### src/rtl/pmc_pkg.sv
// Package: shared sizes, register addresses, mode bit positions and event
// codes for the performance monitor counter bank.
package pmc_pkg;
    localparam int NUM_CNT  = 6;
    localparam int CNT_W    = 32;
    localparam int DATA_W   = 64;
    localparam int ADDR_W   = 3;
    localparam int MAX_RET  = 8;
    localparam int RET_W    = $clog2(MAX_RET + 1);
    localparam int SEL_W    = 8;
    localparam int NUM_SEL  = 4;                 // counters with a selector
    localparam int EVSEL_W  = NUM_SEL * SEL_W;
    localparam int MODE_W   = 5;

    // Mode register bit positions
    localparam int M_FRZ_ALL = 0;
    localparam int M_FRZ_A   = 1;                // counters 1..4
    localparam int M_FRZ_B   = 2;                // counters 5..6
    localparam int M_OVE_1   = 3;
    localparam int M_OVE_N   = 4;                // counters 2..5

    // Register addresses
    localparam logic [ADDR_W-1:0] A_MODE  = 3'd0;
    localparam logic [ADDR_W-1:0] A_EVSEL = 3'd1;
    localparam logic [ADDR_W-1:0] A_CNT0  = 3'd2;

    localparam logic [CNT_W-1:0] THRESH = {1'b1, {(CNT_W-1){1'b0}}};

    // Event codes
    localparam logic [SEL_W-1:0] EV_INST     = 8'h02;
    localparam logic [SEL_W-1:0] EV_CYC      = 8'h1E;
    localparam logic [SEL_W-1:0] EV_INST_ALT = 8'hFE;
    localparam logic [SEL_W-1:0] EV_CYC_ALT  = 8'hF0;
    localparam logic [SEL_W-1:0] EV_INST_RUN = 8'hFA;
endpackage

### src/rtl/pmc_ctrl_regs.sv
// Module: pmc_ctrl_regs
// Holds the mode and event-select registers and decodes counter write hits.
// Assumes a single write port; addresses past the last counter are ignored.
module pmc_ctrl_regs
    import pmc_pkg::*;
(
    input  logic                clk,
    input  logic                rst_n,
    input  logic                wr_en,
    input  logic [ADDR_W-1:0]   wr_addr,
    input  logic [DATA_W-1:0]   wr_data,
    output logic [MODE_W-1:0]   mode_q,
    output logic [EVSEL_W-1:0]  evsel_q,
    output logic [NUM_CNT-1:0]  cnt_wr_hit,
    output logic [CNT_W-1:0]    cnt_wr_val
);
    logic wr_data_unused;
    assign wr_data_unused = ^wr_data[DATA_W-1:CNT_W];

    // Control register storage with synchronous reset
    always_ff @(posedge clk) begin
        if (!rst_n) begin
            mode_q  <= '0;
            evsel_q <= '0;
        end else if (wr_en) begin
            if (wr_addr == A_MODE)  mode_q  <= wr_data[MODE_W-1:0];
            if (wr_addr == A_EVSEL) evsel_q <= wr_data[EVSEL_W-1:0];
        end
    end

    // Per-counter write hit decode
    for (genvar k = 0; k < NUM_CNT; k++) begin : g_hit
        assign cnt_wr_hit[k] = wr_en && (wr_addr == A_CNT0 + ADDR_W'(k));
    end

    assign cnt_wr_val = wr_data[CNT_W-1:0];
endmodule

### src/rtl/pmc_cfg_decode.sv
// Module: pmc_cfg_decode
// Turns freeze bits and event selectors into per-counter instruction and
// cycle enables. Assumes the two enables are never both set for a counter.
module pmc_cfg_decode
    import pmc_pkg::*;
(
    input  logic                frz_all,
    input  logic                frz_a,
    input  logic                frz_b,
    input  logic [EVSEL_W-1:0]  evsel,
    input  logic                run_latch,
    output logic [NUM_CNT-1:0]  inst_en,
    output logic [NUM_CNT-1:0]  cyc_en
);
    logic grp_a_on;
    logic grp_b_on;
    logic [SEL_W-1:0] code [NUM_SEL];

    assign grp_a_on = !frz_all && !frz_a && (evsel != '0);
    assign grp_b_on = !frz_all && !frz_b;

    for (genvar k = 0; k < NUM_SEL; k++) begin : g_code
        assign code[k] = evsel[k*SEL_W +: SEL_W];
    end

    // Event-code decode per counter
    always_comb begin
        inst_en = '0;
        cyc_en  = '0;
        inst_en[0] = grp_a_on && (code[0] == EV_INST || code[0] == EV_INST_ALT);
        cyc_en[0]  = grp_a_on && (code[0] == EV_CYC  || code[0] == EV_CYC_ALT);
        for (int k = 1; k < 3; k++) begin
            inst_en[k] = grp_a_on && (code[k] == EV_INST);
            cyc_en[k]  = grp_a_on && (code[k] == EV_CYC);
        end
        inst_en[3] = grp_a_on && (code[3] == EV_INST ||
                                  (code[3] == EV_INST_RUN && run_latch));
        cyc_en[3]  = grp_a_on && (code[3] == EV_CYC);
        inst_en[4] = grp_b_on;
        cyc_en[5]  = grp_b_on;
    end
endmodule

### src/rtl/pmc_counter.sv
// Module: pmc_counter
// One event counter: write, instruction add with threshold clamp, or cycle
// add with threshold flag. Assumes inst_cnt never exceeds MAX_RET.
module pmc_counter
    import pmc_pkg::*;
(
    input  logic              clk,
    input  logic              rst_n,
    input  logic              wr_hit,
    input  logic [CNT_W-1:0]  wr_val,
    input  logic              inst_en,
    input  logic              cyc_en,
    input  logic              ovf_en,
    input  logic [RET_W-1:0]  inst_cnt,
    output logic [CNT_W-1:0]  cnt_q,
    output logic              ovf_q
);
    logic [CNT_W:0]   inst_sum;
    logic [CNT_W-1:0] cyc_sum;
    logic             inst_hit;

    assign inst_sum = {1'b0, cnt_q} + {{(CNT_W+1-RET_W){1'b0}}, inst_cnt};
    assign cyc_sum  = cnt_q + 1'b1;
    assign inst_hit = ovf_en && (inst_sum >= {1'b0, THRESH});

    // Counter value and overflow flag update
    always_ff @(posedge clk) begin
        if (!rst_n) begin
            cnt_q <= '0;
            ovf_q <= 1'b0;
        end else if (wr_hit) begin
            cnt_q <= wr_val;
            ovf_q <= 1'b0;
        end else if (inst_en && inst_cnt != '0) begin
            cnt_q <= inst_hit ? THRESH : inst_sum[CNT_W-1:0];
            ovf_q <= inst_hit;
        end else if (cyc_en) begin
            cnt_q <= cyc_sum;
            ovf_q <= ovf_en && (cyc_sum == THRESH);
        end else begin
            ovf_q <= 1'b0;
        end
    end
endmodule

### src/rtl/pmc_bank.sv
// Module: pmc_bank
// Top of the performance monitor counter bank: control registers, decoder,
// six counters and the read mux. Assumes one register access per cycle.
module pmc_bank
    import pmc_pkg::*;
(
    input  logic                clk,
    input  logic                rst_n,
    input  logic                wr_en,
    input  logic [ADDR_W-1:0]   wr_addr,
    input  logic [DATA_W-1:0]   wr_data,
    input  logic [ADDR_W-1:0]   rd_addr,
    output logic [DATA_W-1:0]   rd_data,
    input  logic [RET_W-1:0]    inst_ret,
    input  logic                run_latch,
    output logic [NUM_CNT-1:0]  ovf_vec,
    output logic                ovf_pulse
);
    logic [MODE_W-1:0]        mode_q;
    logic [EVSEL_W-1:0]       evsel_q;
    logic [NUM_CNT-1:0]       cnt_wr_hit;
    logic [CNT_W-1:0]         cnt_wr_val;
    logic [NUM_CNT-1:0]       inst_en;
    logic [NUM_CNT-1:0]       cyc_en;
    logic [NUM_CNT-1:0]       ovf_en;
    logic [CNT_W-1:0]         cnt_q [NUM_CNT];
    logic [NUM_CNT*CNT_W-1:0] cnt_flat;

    pmc_ctrl_regs u_regs (
        .clk        (clk),
        .rst_n      (rst_n),
        .wr_en      (wr_en),
        .wr_addr    (wr_addr),
        .wr_data    (wr_data),
        .mode_q     (mode_q),
        .evsel_q    (evsel_q),
        .cnt_wr_hit (cnt_wr_hit),
        .cnt_wr_val (cnt_wr_val)
    );

    pmc_cfg_decode u_dec (
        .frz_all   (mode_q[M_FRZ_ALL]),
        .frz_a     (mode_q[M_FRZ_A]),
        .frz_b     (mode_q[M_FRZ_B]),
        .evsel     (evsel_q),
        .run_latch (run_latch),
        .inst_en   (inst_en),
        .cyc_en    (cyc_en)
    );

    // Overflow enable mapping: own bit, shared bit, or none
    for (genvar k = 0; k < NUM_CNT; k++) begin : g_cnt
        if (k == 0) begin : g_own
            assign ovf_en[k] = mode_q[M_OVE_1];
        end else if (k < NUM_CNT - 1) begin : g_shr
            assign ovf_en[k] = mode_q[M_OVE_N];
        end else begin : g_none
            assign ovf_en[k] = 1'b0;
        end

        pmc_counter u_cnt (
            .clk      (clk),
            .rst_n    (rst_n),
            .wr_hit   (cnt_wr_hit[k]),
            .wr_val   (cnt_wr_val),
            .inst_en  (inst_en[k]),
            .cyc_en   (cyc_en[k]),
            .ovf_en   (ovf_en[k]),
            .inst_cnt (inst_ret),
            .cnt_q    (cnt_q[k]),
            .ovf_q    (ovf_vec[k])
        );

        assign cnt_flat[k*CNT_W +: CNT_W] = cnt_q[k];
    end

    assign ovf_pulse = |ovf_vec;

    // Combinational read mux, zero-extended
    always_comb begin
        rd_data = '0;
        if (rd_addr == A_MODE) begin
            rd_data[MODE_W-1:0] = mode_q;
        end else if (rd_addr == A_EVSEL) begin
            rd_data[EVSEL_W-1:0] = evsel_q;
        end else begin
            for (int k = 0; k < NUM_CNT; k++) begin
                if (rd_addr == A_CNT0 + ADDR_W'(k)) rd_data[CNT_W-1:0] = cnt_q[k];
            end
        end
    end
endmodule

### config.mk
export PLATFORM = sky130hd
export DESIGN_NAME = pmc_bank
export DESIGN_NICKNAME = d
export VERILOG_FILES = /design/src/rtl/pmc_pkg.sv /design/src/rtl/pmc_ctrl_regs.sv /design/src/rtl/pmc_cfg_decode.sv /design/src/rtl/pmc_counter.sv /design/src/rtl/pmc_bank.sv
export SDC_FILE = /design/constraint.sdc
export NUM_CORES = 1
export LEC_CHECK = 0
export BUFFER_PORTS_ARGS = -buffer_cell sky130_fd_sc_hd__buf_2
export CORE_MARGIN = 2
export CORE_UTILIZATION = 40
export DETAILED_ROUTE_END_ITERATION = 12
export SETUP_SLACK_MARGIN = 0.4
export SYNTH_ARGS = -nofsm -noshare
export SYNTH_HDL_FRONTEND = slang
export SYNTH_SLANG_ARGS = --single-unit
### constraint.sdc
create_clock -name clk -period 3.4 [get_ports clk]
set_input_delay 0.68 -clock clk [delete_from_list [all_inputs] [get_ports clk]]
set_output_delay 0.68 -clock clk [all_outputs]
set_load 0.03 [all_outputs]
# [Word level (Yosys, flattened, before mapping)]
# Index checks and enable logic that the tools add are counted.
[classes] add_sub_neg=10 reduce_logical=56 n_div=0 mul=0 bitwise=2 n_lt_le_gt_ge=5 muxes=38 shifts=0 n_eq_ne=29
[ops] cell="32-bit 2-to-1 mux" n=28
[ops] cell="32-bit by 4-bit adder with 33-bit output" n=5
[ops] cell="33-bit by 32-bit >= comparator with 1-bit output (second input constant)" n=5
[ops] cell="32-bit by 1-bit adder with 32-bit output (second input constant)" n=5
[ops] cell="32-bit equality test (second input constant)" n=4
[ops] cell="8-bit by 2-bit equality test with 1-bit output (second input constant)" n=4
[ops] cell="8-bit by 5-bit equality test with 1-bit output (second input constant)" n=4
[ops] cell="1-bit logical AND" n=32
[ops] cell="32-bit nonzero test" n=1
[ops] cell="27-bit 2-to-1 mux" n=1
[ops] cell="3-bit equality test (second input constant)" n=8
[ops] cell="8-bit equality test (second input constant)" n=3
[ops] cell="3-bit by 2-bit equality test with 1-bit output (second input constant)" n=4
[ops] cell="3-bit nonzero test" n=4
[ops] cell="1-bit 2-to-1 mux" n=8
[ops] cell="2-bit OR reduction" n=4
[ops] cell="3-bit by 1-bit equality test with 1-bit output (second input constant)" n=2
[ops] cell="3-bit logical NOT" n=2
[ops] cell="5-bit 2-to-1 mux" n=1
[ops] cell="5-bit OR reduction" n=1
[ops] cell="2-bit AND reduction" n=2
[ops] cell="2-bit nonzero test" n=2
[ops] cell="4-bit nonzero test" n=1
[ops] cell="1-bit logical NOT" n=3
[ops] cell="other kinds (3)" n=6
[totals] memories=0 ram_bits=0 latch_bits=0 romBits=0 ff_bits=234 output_inout_bits=71

# [Logic depth before layout (Yosys ltp)]
[depth] depth_word=9 depth_mapped=12 ltp_nobuf=10

# [By module]
# From an unflattened synthesis, not the netlist that was laid out.
[hier_totals] hier_cells=3678 area_unflattened_um2=25786.0
[by_module_without_submodules] mod="pmc_counter at g_cnt[0].u_cnt ..." area_each_um2=3568.4 seq_area_each_um2=660.6 cells_each=515 n_inst=5
[by_module_without_submodules] mod="pmc_counter at g_cnt[1].u_cnt" area_each_um2=3484.6 seq_area_each_um2=660.6 cells_each=489 n_inst=1
[by_module_without_submodules] mod="pmc_bank" area_each_um2=2486.1 seq_area_each_um2=0.0 cells_each=376 n_inst=1
[by_module_without_submodules] mod="pmc_ctrl_regs" area_each_um2=1751.7 seq_area_each_um2=740.7 cells_each=200 n_inst=1
[by_module_without_submodules] mod="pmc_cfg_decode" area_each_um2=221.5 seq_area_each_um2=0.0 cells_each=38 n_inst=1

# [Least setup slack after synthesis]
# No wires, ideal clock.
[synth_timing] path_type="input to output" start="input rd_addr[0]" end="output rd_data[0]" arrival_ns=3.098 slack_ns=-0.378 path_stages=6 path_cell_list="clkbuf_1 > clkbuf_1 > clkbuf_1 > buf_1 > nand3_1 > a311oi_1"
[synth_via] elab_chain_cells=9
[synth_lines] element="start, declared" line_no="pmc_bank.sv:12" rtl="input logic [ADDR_W-1:0] rd_addr,"
[synth_lines] element="3-bit by 2-bit equality test with 1-bit output" line_no="pmc_bank.sv:88" rtl="if (rd_addr == A_CNT0 + ADDR_W'(k)) rd_data[CNT_W-1:0] = cnt_q[k];"
[synth_lines] element="32-bit 2-to-1 mux (6 in series)" line_no="pmc_bank.sv:88"
[synth_lines] element="32-bit 2-to-1 mux" line_no="pmc_bank.sv:84" rtl="end else if (rd_addr == A_EVSEL) begin"
[synth_lines] element="5-bit 2-to-1 mux *" line_no="pmc_bank.sv:82" rtl="if (rd_addr == A_MODE) begin"
[synth_lines] element="end, declared" line_no="pmc_bank.sv:13" rtl="output logic [DATA_W-1:0] rd_data,"
# Mark *: on every way between the ends. The rest lies on a longest branch, timed or not.

# [Worst setup path after layout]
[layout_timing] start="input rd_addr[1]" end="output rd_data[28]"
[layout_via] elab_chain_cells=9
[layout_lines] element="3-bit by 2-bit equality test with 1-bit output" line_no="pmc_bank.sv:88"
[layout_lines] element="32-bit 2-to-1 mux (6 in series)" line_no="pmc_bank.sv:88"
[layout_lines] element="32-bit 2-to-1 mux" line_no="pmc_bank.sv:84"
[layout_lines] element="27-bit 2-to-1 mux *" line_no="pmc_bank.sv:82"
# Marked as above.

==> impl_results.md <==
* Run status: finished clean
* Pins Over Slew Limit at 0
* GRT Total Usage at 37.91%
* DP Area at 23130 um^2
* Share of layout cells above drive strength 1 at 21.43%
* Cell family with most CP delay: buffers and inverters
* Placer Congestion at 1.046
* M1 GR Usage at 50.01%
* Final Skew at 0.01252 ns
* Gate Count Post-Synth at 2850
* Cell Area, Synth at 20320 um^2
* Final Critical Period at 3.081 ns
* Area Overhead vs Synth at 21.64%
* Clk_lat worst skew at 0.59 ns
* Peak Freq at 0.3246 GHz
* First-pass GRT wire length at 150600 um
* PD cells at 332.7 nW/um^2
* Rel. slew slack at 20.79%
* Setup crit end kind: primary output
* Final Setup Violations at 0
* Kind of critical path: input port to primary output
* Row cnt at 82
* WP buf/inv at 5
* Ys Warns at 0
* Top_reg_cell synth: dfxtp_1
* Top cells by count, synth: nand2_1, nor2_1, dfxtp_1
* Top-count cell post-synth: nand2_1
* CTS root buf: clkbuf_16
* Design area at 24710 um^2
* Delay of the slowest cell on the worst path at 0.34 ns
* Mean Syn Cell Area at 7.128 um^2
* DR vias/cell at 6.595
* Met2 Track Usage GR at 57.81%
* H-tree depth at 1
* Post-synth EDFFs at 0
* Die Wd at 229.4 um
* Crit-path slowest cell: a21oi_2
* Initial Utilization at 40.49%
* Hold_sp: u_regs.evsel_q[14]$_SDFFE_PN0P_
* Reg2reg setup slack at 0.41 ns
* CTS hold repair buffers at 0
* CTS tree: done
* Unrepaired setup endpoints after global routing: yes
* Final Hold Fails at 0
* Clk sinks at 234
* Max Buffers Root-to-Sink at 3
* Post-route ant nets at 0
* Chip height at 229.4 um
* Hold Crit Class: flop to flop
* Worst Path Required at 2.72 ns
* Crit path cell chain: buf_2, inv_1, buf_4, nor3_4, buf_4, nand2_1, o221ai_1, mux2i_1, a21oi_2, buf_6
* Worst reg2reg endpoint: g_cnt[0].u_cnt.ovf_q$_SDFF_PP0_
* First drt pass iteration count at 7
* GRT overflow at 0
* Wirelength per Cell at 27.81 um
* CP dominant cell by count: buf_4
* Ports at 149
* Global route hottest layer: met2
* Via count at 24.67k
* Worst Max-Slew Pin Slew at 1.188 ns
* Initial drt markers at 3703
* Antenna violations before repair at 11
* Yosys top cell area share at 23.06%
* Worst-path clk slew at 0.06 ns
* Met3 Use GR at 8.292%
* Distinct cell type count after synthesis at 87
* Endpoint, Worst Hold: u_regs.evsel_q[14]$_SDFFE_PN0P_
* Post-synthesis sequential area ratio at 23.06%
* Crit path max fanout at 7
* Worst r2r path cells at 10
* Min Hold Slack at 0.4797 ns
* Hold path depth at 2
* Dpl hpwl at 77540 um
* Vias in the first global route at 22.57k
* CP arrival at 2.40 ns
* Top cells by area, synth: dfxtp_1, nand2_1, nor2_1
* I/O Buffers at 83
* Die Area at 52610 um^2
* Cell taking the most area after synthesis: dfxtp_1
* Core box area at 50170 um^2
* Number of remaining DRC errors at 0
* Critical R2R Launch: g_cnt[0].u_cnt.cnt_q[0]$_SDFFE_PN0P_
* Startpoint Class: input port
* Max Cap Violations at 0
* TritonCTS buffer count at 31
* Maximum VDD drop at 321.2 uV
* Largest net degree at the start of global routing at 82
* Leakage at 9.246 nW
* Post-synth ARST share at 0%
* #FFs+latches synth at 234
* Period utilization at 90.62%
* Nets@finish at 3156
* DRT Wirelength at 104000 um
[worst reg2reg max path, stage by stage (launching register included)]
cell and delay (ns):
dfxtp_2 0.37, buf_6 0.15, nand4_1 0.24, nor4_2 0.31, buf_4 0.17, nand3_1 0.11, xor2_1 0.24, o21ai_1 0.15
or4_1 0.53, or4_4 0.50, o32ai_2 0.13
[worst max-delay path by stage]
stage,slack (ns),from,to,depth (start not counted)
global route,0.31,rd_addr[1],rd_data[11],10
global placement,-0.10,inst_ret[0],g_cnt[4].u_cnt.cnt_q[28]$_SDFFE_PN0P_,11
finish,0.32,rd_addr[1],rd_data[28],10
floorplan,0.40,rd_addr[2],rd_data[4],6
CTS,0.34,rd_addr[0],rd_data[26],8
detailed placement,-0.05,inst_ret[0],g_cnt[1].u_cnt.cnt_q[29]$_SDFFE_PN0P_,13
[kinds of logic (layout without fill, tap and decap cells)]
| group | count (synthesis) | count (layout) | synth area share (%) |
|---|---|---|---|
| buf+inv | 332 | 516 | 7.039 |
| flops | 234 | 234 | 23.06 |
| mux | 83 | 83 | 5.223 |
| xor+xnor | 173 | 173 | 7.458 |
| other cells | 1 | 36 | 0.01846 |
| simple gates | 1201 | 1201 | 29.29 |
| compound gates | 792 | 792 | 25.63 |
| fa+ha+maj | 34 | 34 | 2.279 |
[cell usage in the layout, fill, tap and decap left out, types with 24 or more instances in the layout]
cell and instances:
buf_4 330, nand2_1 317, nor2_1 267, dfxtp_1 207
a21oi_1 183, o21ai_0 181, nand3_1 137, nor3_1 101
nand4_1 97, xor2_1 90, xnor2_1 82, buf_2 72
o221ai_1 56, a31oi_1 55, a211oi_1 46, and3_1 46
mux2i_1 43, nor4_1 42, a221oi_1 36, conb_1 33
clkbuf_16 31, inv_1 27, ha_1 26, dfxtp_2 26
or3_1 25, mux2_2 24, and4_1 24
[where the power goes]
part	leakage [nW]	internal, W	switching, W
registers	1.91	0.00286	0.000189
logic	6.84	0.000637	0.00117
clock network	0.489	0.00199	0.00137
[through the flow]
| step | setup slack, ns | TNS [ns] | utilization [%] | cells | power [W] |
|---|---|---|---|---|---|
| global route | 0.3085 | 0 | 49.24 | 3738 | 0.008439 |
| floorplan | 0.4027 | 0 | - | 2882 | 0.004038 |
| CTS | 0.3379 | 0 | 48.30 | 3725 | 0.008120 |
| global placement | -0.1016 | -0.1753 | 46.11 | 3669 | 0.004765 |
| finish | 0.3191 | 0 | 49.25 | 3741 | 0.008222 |
| detailed placement | -0.04523 | -0.2199 | 46.11 | 3669 | 0.004786 |
[state kept, by name (all words and copies together) (netlist names)]
register,flops
g_cnt.u_cnt.cnt_q,192
u_regs.evsel_q,32
g_cnt.u_cnt.ovf_q,5
u_regs.mode_q,5
[per-layer routing]
metal  vias to the layer above  share of wire [%]
li1                      10940                  -
met1                     11733                 39
met2                      1681                 43
met3                       314                 12
met4                         4                6.4
met5                         -              0.018
[repair_timing]
action,in CTS,in global routing
setup buffers,1,13
setup endpoints to repair,20,100
pin swaps,9,20
resized for setup,23,100
[layout make-up]
class | count | area, um^2
Fill cell | 4951 | 25460
Multi-Input combinational cell | 2316 | 14780
Sequential cell | 234 | 4721
Timing Repair Buffer | 432 | 3246
Clock buffer | 50 | 927.1
Tap cell | 672 | 840.8
Inverter | 29 | 110.1
Clock inverter | 5 | 77.57
Antenna cell | 3 | 7.507
Note: power is estimated with default switching activity, not from simulation.
